--- src/rtl/qspi_stream_pkg.sv ---
package qspi_stream_pkg;
  localparam int HDR_BITS  = 32;
  localparam int WORD_BITS = 32;
  localparam int HDR_CNT_W = $clog2(HDR_BITS);
  localparam int STEP_W    = $clog2(WORD_BITS);

  typedef enum logic [1:0] {
    ST_HDR,
    ST_TURN,
    ST_STREAM,
    ST_MUTE
  } phase_t;

  typedef struct packed {
    logic hdrShift;
    logic hdrDone;
    logic wordLoad;
    logic wordShift;
    logic quad;
    logic drive;
  } strobe_t;
endpackage

--- src/rtl/qspi_stream_ctrl.sv ---
module qspi_stream_ctrl
  import qspi_stream_pkg::*;
#(
  parameter logic [7:0] CMD_SINGLE = 8'h0B,
  parameter logic [7:0] CMD_QUAD   = 8'h6B
) (
  input  logic       clk,
  input  logic       rstN,
  input  logic       sclk,
  input  logic       csN,
  input  logic       d0In,
  input  logic [6:0] cmdHead,
  output strobe_t    stb
);
  localparam logic [HDR_CNT_W-1:0] LAST_HDR    = HDR_CNT_W'(HDR_BITS - 1);
  localparam logic [STEP_W-1:0]    SINGLE_LAST = STEP_W'(WORD_BITS - 1);
  localparam logic [STEP_W-1:0]    QUAD_LAST   = STEP_W'(WORD_BITS / 4 - 1);

  phase_t               phaseQ;
  logic                 sclkQ;
  logic [HDR_CNT_W-1:0] bitCntQ;
  logic [STEP_W-1:0]    stepCntQ;
  logic                 quadQ;
  logic                 driveQ;

  logic       sclkRise;
  logic       sclkFall;
  logic       hdrLast;
  logic [7:0] cmdByte;
  logic       cmdSingle;
  logic       cmdQuad;

  assign sclkRise  = sclk & ~sclkQ;
  assign sclkFall  = ~sclk & sclkQ;
  assign hdrLast   = (bitCntQ == LAST_HDR);
  assign cmdByte   = {cmdHead, d0In};
  assign cmdSingle = (cmdByte == CMD_SINGLE);
  assign cmdQuad   = (cmdByte == CMD_QUAD);

  always_comb begin
    stb           = '0;
    stb.quad      = quadQ;
    stb.drive     = driveQ;
    if (!csN) begin
      stb.hdrShift  = (phaseQ == ST_HDR) && sclkRise;
      stb.hdrDone   = (phaseQ == ST_HDR) && sclkRise && hdrLast && (cmdSingle || cmdQuad);
      stb.wordLoad  = (phaseQ == ST_STREAM) && sclkFall && (stepCntQ == '0);
      stb.wordShift = (phaseQ == ST_STREAM) && sclkFall && (stepCntQ != '0);
    end
  end

  always_ff @(posedge clk or negedge rstN) begin
    if (!rstN) begin
      sclkQ <= 1'b0;
    end else begin
      sclkQ <= sclk;
    end
  end

  always_ff @(posedge clk or negedge rstN) begin
    if (!rstN) begin
      phaseQ   <= ST_HDR;
      bitCntQ  <= '0;
      stepCntQ <= '0;
      quadQ    <= 1'b0;
      driveQ   <= 1'b0;
    end else if (csN) begin
      phaseQ   <= ST_HDR;
      bitCntQ  <= '0;
      stepCntQ <= '0;
      quadQ    <= 1'b0;
      driveQ   <= 1'b0;
    end else begin
      unique case (phaseQ)
        ST_HDR: begin
          if (sclkRise) begin
            if (hdrLast) begin
              quadQ    <= cmdQuad;
              stepCntQ <= '0;
              if (cmdSingle)    phaseQ <= ST_STREAM;
              else if (cmdQuad) phaseQ <= ST_TURN;
              else              phaseQ <= ST_MUTE;
            end else begin
              bitCntQ <= bitCntQ + 1'b1;
            end
          end
        end
        ST_TURN: begin
          if (sclkFall) phaseQ <= ST_STREAM;
        end
        ST_STREAM: begin
          if (sclkFall) begin
            if (stepCntQ == '0) begin
              stepCntQ <= quadQ ? QUAD_LAST : SINGLE_LAST;
              driveQ   <= 1'b1;
            end else begin
              stepCntQ <= stepCntQ - 1'b1;
            end
          end
        end
        default: begin
          phaseQ <= ST_MUTE;
        end
      endcase
    end
  end
endmodule

--- src/rtl/qspi_stream_dp.sv ---
module qspi_stream_dp
  import qspi_stream_pkg::*;
#(
  parameter int AW = 8
) (
  input  logic                 clk,
  input  logic                 rstN,
  input  logic                 d0In,
  input  strobe_t              stb,
  output logic [6:0]           cmdHead,
  output logic                 memRdEn,
  output logic [AW-1:0]        memAddr,
  input  logic [WORD_BITS-1:0] memRdData,
  output logic [3:0]           dOut,
  output logic [3:0]           dOe
);
  localparam int            HW      = AW + 7;
  localparam logic [AW-1:0] ADDR_ONE = AW'(1);

  logic [HW-1:0]        hdrQ;
  logic [AW-1:0]        addrQ;
  logic                 rdPendQ;
  logic [WORD_BITS-1:0] preQ;
  logic [WORD_BITS-1:0] txQ;

  assign cmdHead = hdrQ[6:0];
  assign memRdEn = stb.hdrDone | stb.wordLoad;
  assign memAddr = stb.hdrDone ? hdrQ[HW-1:7] : addrQ;

  always_ff @(posedge clk or negedge rstN) begin
    if (!rstN) begin
      hdrQ    <= '0;
      addrQ   <= '0;
      rdPendQ <= 1'b0;
      preQ    <= '0;
      txQ     <= '0;
    end else begin
      if (stb.hdrShift) hdrQ <= {hdrQ[HW-2:0], d0In};
      if (memRdEn)      addrQ <= memAddr + ADDR_ONE;
      rdPendQ <= memRdEn;
      if (rdPendQ)      preQ <= memRdData;
      if (stb.wordLoad) begin
        txQ <= preQ;
      end else if (stb.wordShift) begin
        if (stb.quad) txQ <= {txQ[WORD_BITS-5:0], 4'b0000};
        else          txQ <= {txQ[WORD_BITS-2:0], 1'b0};
      end
    end
  end

  always_comb begin
    if (stb.quad) begin
      dOut = txQ[WORD_BITS-1 -: 4];
      dOe  = stb.drive ? 4'b1111 : 4'b0000;
    end else begin
      dOut = {2'b00, txQ[WORD_BITS-1], 1'b0};
      dOe  = stb.drive ? 4'b0010 : 4'b0000;
    end
  end
endmodule

--- src/rtl/qspi_stream_slave.sv ---
module qspi_stream_slave
  import qspi_stream_pkg::*;
#(
  parameter int         AW         = 8,
  parameter logic [7:0] CMD_SINGLE = 8'h0B,
  parameter logic [7:0] CMD_QUAD   = 8'h6B
) (
  input  logic          clk,
  input  logic          rstN,
  input  logic          sclk,
  input  logic          csN,
  input  logic          d0In,
  output logic [3:0]    dOut,
  output logic [3:0]    dOe,
  output logic          memRdEn,
  output logic [AW-1:0] memAddr,
  input  logic [31:0]   memRdData
);
  strobe_t    stb;
  logic [6:0] cmdHead;
  logic [3:0] coreOe;

  qspi_stream_ctrl #(
    .CMD_SINGLE(CMD_SINGLE),
    .CMD_QUAD  (CMD_QUAD)
  ) u_ctrl (
    .clk    (clk),
    .rstN   (rstN),
    .sclk   (sclk),
    .csN    (csN),
    .d0In   (d0In),
    .cmdHead(cmdHead),
    .stb    (stb)
  );

  qspi_stream_dp #(
    .AW(AW)
  ) u_dp (
    .clk      (clk),
    .rstN     (rstN),
    .d0In     (d0In),
    .stb      (stb),
    .cmdHead  (cmdHead),
    .memRdEn  (memRdEn),
    .memAddr  (memAddr),
    .memRdData(memRdData),
    .dOut     (dOut),
    .dOe      (coreOe)
  );

  assign dOe = csN ? 4'b0000 : coreOe;
endmodule

--- config.mk ---
export PLATFORM = sky130hd
export DESIGN_NAME = qspi_stream_slave
export DESIGN_NICKNAME = d
export VERILOG_FILES = /design/src/rtl/qspi_stream_pkg.sv /design/src/rtl/qspi_stream_ctrl.sv /design/src/rtl/qspi_stream_dp.sv /design/src/rtl/qspi_stream_slave.sv
export SDC_FILE = /design/constraint.sdc
export NUM_CORES = 1
export LEC_CHECK = 0
export BUFFER_PORTS_ARGS = -buffer_cell sky130_fd_sc_hd__clkbuf_2
export CORE_MARGIN = 8
export CORE_UTILIZATION = 45
export CTS_CLUSTER_DIAMETER = 200
export DETAILED_ROUTE_END_ITERATION = 10
export GPL_TIMING_DRIVEN = 0
export HOLD_SLACK_MARGIN = 0.12
export PLACE_DENSITY_LB_ADDON = 0.05
export SKIP_CTS_REPAIR_TIMING = 1
export SLEW_MARGIN = 20
export SYNTH_ARGS = -nofsm -noshare
export SYNTH_HDL_FRONTEND = slang
export SYNTH_HIERARCHICAL = 1
export SYNTH_SLANG_ARGS = --single-unit
--- constraint.sdc ---
create_clock -name clk -period 4.9 [get_ports clk]
set_clock_uncertainty 0.1 [all_clocks]
set_input_delay 0.98 -clock clk [delete_from_list [all_inputs] [get_ports clk]]
set_output_delay 0.98 -clock clk [all_outputs]
set_load 0.05 [all_outputs]
==> impl_metrics.json <==
{
  "status": "complete, no violations",
  "clockBufferDepth": 2,
  "cts_tree": "built",
  "p_total_w": 0.00188,
  "tightest_slew_ns": 0.505,
  "ys_ff_latch": 103,
  "grt_pass1_vias": 3586,
  "yosysUniqueCellTypes": 52,
  "grt_pass1_wl_um": 17900,
  "place_congestion": 0.789,
  "cp-end-kind": "primary output",
  "period_minus_slack_ns": 4.01,
  "hold_ws_ns": 0.378,
  "n_antenna_cell": 0,
  "post_drt_via_cell_ratio": 5.18,
  "fin_setup_tns_ns": 0,
  "die_x_um": 123,
  "hold_depth": 2,
  "track_usage_pct": 15.0,
  "syn_avg_cell_area_sq_um": 10.8,
  "setup_ws_ns": 0.888,
  "crit_chain": "clkbuf_2, nand2b_2, nor4_1, and4_1, buf_6, mux2i_2, inv_1, clkbuf_2",
  "fin_nets": 585,
  "ir_drop_uv": 230,
  "yosysSeqAreaShare_pct": 50.0,
  "synthArstFlopShare_pct": 100,
  "path_clk_slew_ns": 0.07,
  "root_buffer": "clkbuf_16",
  "intPower_w": 0.00147,
  "num_rows": 39,
  "routed_wl_um": 10400,
  "power_density_nw_per_um2": 314,
  "drive_above_1_share_pct": 30.4,
  "syn_area_sq_um": 5150,
  "clkPwrFrac_pct": 44.1,
  "n_fill_cell": 1065,
  "cp-start-kind": "primary input",
  "cp.arrival_ns": 2.93,
  "cap_viol_max_count": 0,
  "route.vias.total": 3582,
  "io_pins": 54,
  "slowest_stage": "and4_1",
  "drtAntennaViolNets": 0,
  "syn_inst": 479,
  "antenna_found_initial": 0,
  "cp.depth": 8,
  "max_stage_delay_ns": 0.42,
  "drt_first_pass_iters": 4,
  "numClockSinks": 103,
  "hold_viol": 0,
  "rsz0062_at_grt": "no",
  "drc": 0,
  "hpwl_um": 7490,
  "post-route-period-util_pct": 81.9,
  "holdCritPathClass": "reg2reg",
  "crit_family": "simple AND/OR/NAND/NOR gates",
  "port_buffers": 53,
  "relSlewSlack_pct": 65.4,
  "die_h_um": 123,
  "comb_power_share_pct": 7.3,
  "die-area_sq_um": 15100,
  "power.switching_w": 0.000407,
  "final_core_util_pct": 52.8,
  "crit_fanout": 10,
  "slew_viol_final": 0,
  "switching_share_pct": 21.7,
  "grt_max_degree": 62,
  "critPathKind": "in2out",
  "syn_nets": 520,
  "cts.htree.levels": 3,
  "leakage_nw": 2.76,
  "max_freq_mhz": 249,
  "seq_power_share_pct": 48.6,
  "cp_num_buf_inv": 4,
  "synth_ff_type": "dfrtp_1",
  "place_ws_ns": 0.914,
  "rr_worst_depth": 9,
  "drt_iter0_markers": 179,
  "synth_edf_count": 0,
  "numCtsBuffers": 9,
  "setup_viol": 0,
  "core_area_sq_um": 11300,
  "clock_latency_ns": 0.35,
  "wl_per_cell_um": 15.1,
  "area_growth_pct": 16.0,
  "overflow": 0,
  "start_util_pct": 45.5,
  "path_common_cell": "clkbuf_2",
  "ys_warn_count": 6,
  "cp.required_ns": 3.82
}
path summary, 6_finish.rpt:
path	to	start	slack [ns]
setup / recovery	memAddr[2]	sclk	0.89
hold / removal	u_dp/txQ[18]	u_dp/preQ[18]	0.38
setup reg to reg	u_dp/addrQ[6]	u_ctrl/sclkQ	1.96
hold reg to reg	u_dp/txQ[18]	u_dp/preQ[18]	0.38
max in group asynchronous	u_dp/txQ[19]	rstN	3.63
min in group asynchronous	u_ctrl/bitCntQ[2]	rstN	0.45
flip-flops by register name (all words and copies together) (netlist names):
signal,flops
u_ctrl/phaseQ,2
u_ctrl/driveQ,1
u_dp/hdrQ,15
u_ctrl/quadQ,1
u_ctrl/stepCntQ,5
u_dp/rdPendQ,1
u_ctrl/bitCntQ,5
u_dp/txQ,32
u_dp/preQ,32
u_dp/addrQ,8
u_ctrl/sclkQ,1
power groups by stage:
| stage | sequential [W] | clock (W) | combinational (W) |
|---|---|---|---|
| 2_1_floorplan | 0.000920 | 0 | 0.0000948 |
| 3_3_place_gp | 0.000928 | 0 | 0.000133 |
| 3_5_place_dp | 0.000929 | 0 | 0.000141 |
| 4_1_cts | 0.000913 | 0.000855 | 0.000142 |
| 5_1_grt | 0.000918 | 0.000890 | 0.000154 |
| 6_report | 0.000913 | 0.000828 | 0.000138 |
kinds of logic after synthesis:
family | Yosys count | synth area share (%)
compound gates | 88 | 10.3
xor+xnor | 8 | 1.36
flops | 103 | 50.0
mux | 91 | 19.0
fa+ha+maj | 4 | 0.971
simple gates | 129 | 12.8
buf+inv | 56 | 5.54
cell type report:
type	count	area, sq um	share of cell area (%)
Buffer	42	233	3.89
Clock buffer	10	229	3.83
Clock inverter	6	116	1.95
Inverter	14	52.6	0.879
Multi-Input combinational cell	320	2290	38.3
Sequential cell	103	2580	43.1
Tap cell	143	179	2.99
Timing Repair Buffer	54	302	5.04
worst reg2reg max path: stages, from the launching register on:
cell and delay (ns):
dfrtp_1 0.39, nand2b_2 0.25, nor4_1 0.32, and4_1 0.42
mux2i_1 0.51, inv_1 0.15, ha_1 0.31, o21ai_2 0.11
o31ai_1 0.09, a22o_1 0.19
metrics by stage:
stage               cells  area (sq um)
finish                692          5980
global route          692          5980
CTS                   692          5980
detailed placement    676          5630
global placement      675          5600
floorplan             479          5150
synth_stat cells, drive strengths merged (4+ instances only):
| cell type | count | area share, % |
|---|---|---|
| a211oi | 5 | 0.83 |
| a21oi | 4 | 0.39 |
| nand2 | 73 | 5.3 |
| and3 | 4 | 0.51 |
| mux2i | 40 | 7.8 |
| nor3 | 5 | 0.78 |
| ha | 4 | 0.97 |
| o21ai | 70 | 6.9 |
| dfrtp | 103 | 50 |
| mux2 | 51 | 11 |
| clkbuf | 16 | 1.2 |
| inv | 14 | 1.0 |
| nor2b | 7 | 0.85 |
| nor2 | 14 | 1.2 |
| xnor2 | 8 | 1.4 |
| and2 | 5 | 0.61 |
| buf | 26 | 3.4 |
layer usage:
| layer | vias up | GRT usage, % | routed length (um) |
|---|---|---|---|
| met2 | 77 | 22.2 | 4770 |
| met5 | - | 0 | 0 |
| li1 | 1765 | - | - |
| met3 | 5 | 5.25 | 512 |
| met1 | 1735 | 20.6 | 5050 |
| met4 | 0 | 3.69 | 98 |
placed cells by master, fill, tap and decap left out, types with 2 or more instances in the layout:
| cell | instances |
|---|---|
| clkbuf_2 | 52 |
| nor2b_1 | 7 |
| buf_4 | 12 |
| a21oi_1 | 4 |
| and2_1 | 5 |
| dfrtp_1 | 103 |
| xnor2_1 | 8 |
| o21ai_0 | 62 |
| o21ai_2 | 2 |
| a31oi_1 | 2 |
| nand2_1 | 73 |
| nor3_2 | 3 |
| nor2_1 | 12 |
| inv_6 | 2 |
| clkbuf_1 | 17 |
| buf_6 | 2 |
| nor3_1 | 2 |
| a211oi_1 | 4 |
| buf_2 | 12 |
| nand3_1 | 2 |
| ha_1 | 4 |
| clkbuf_16 | 9 |
| mux2_2 | 51 |
| o21ai_1 | 6 |
| a22o_1 | 2 |
| bufinv_16 | 3 |
| and3_1 | 3 |
| inv_1 | 13 |
| or3_1 | 2 |
| mux2i_1 | 39 |
| nand2b_1 | 2 |
| nor4_1 | 2 |
No activity file was read; power rests on OpenSTA's default activity.
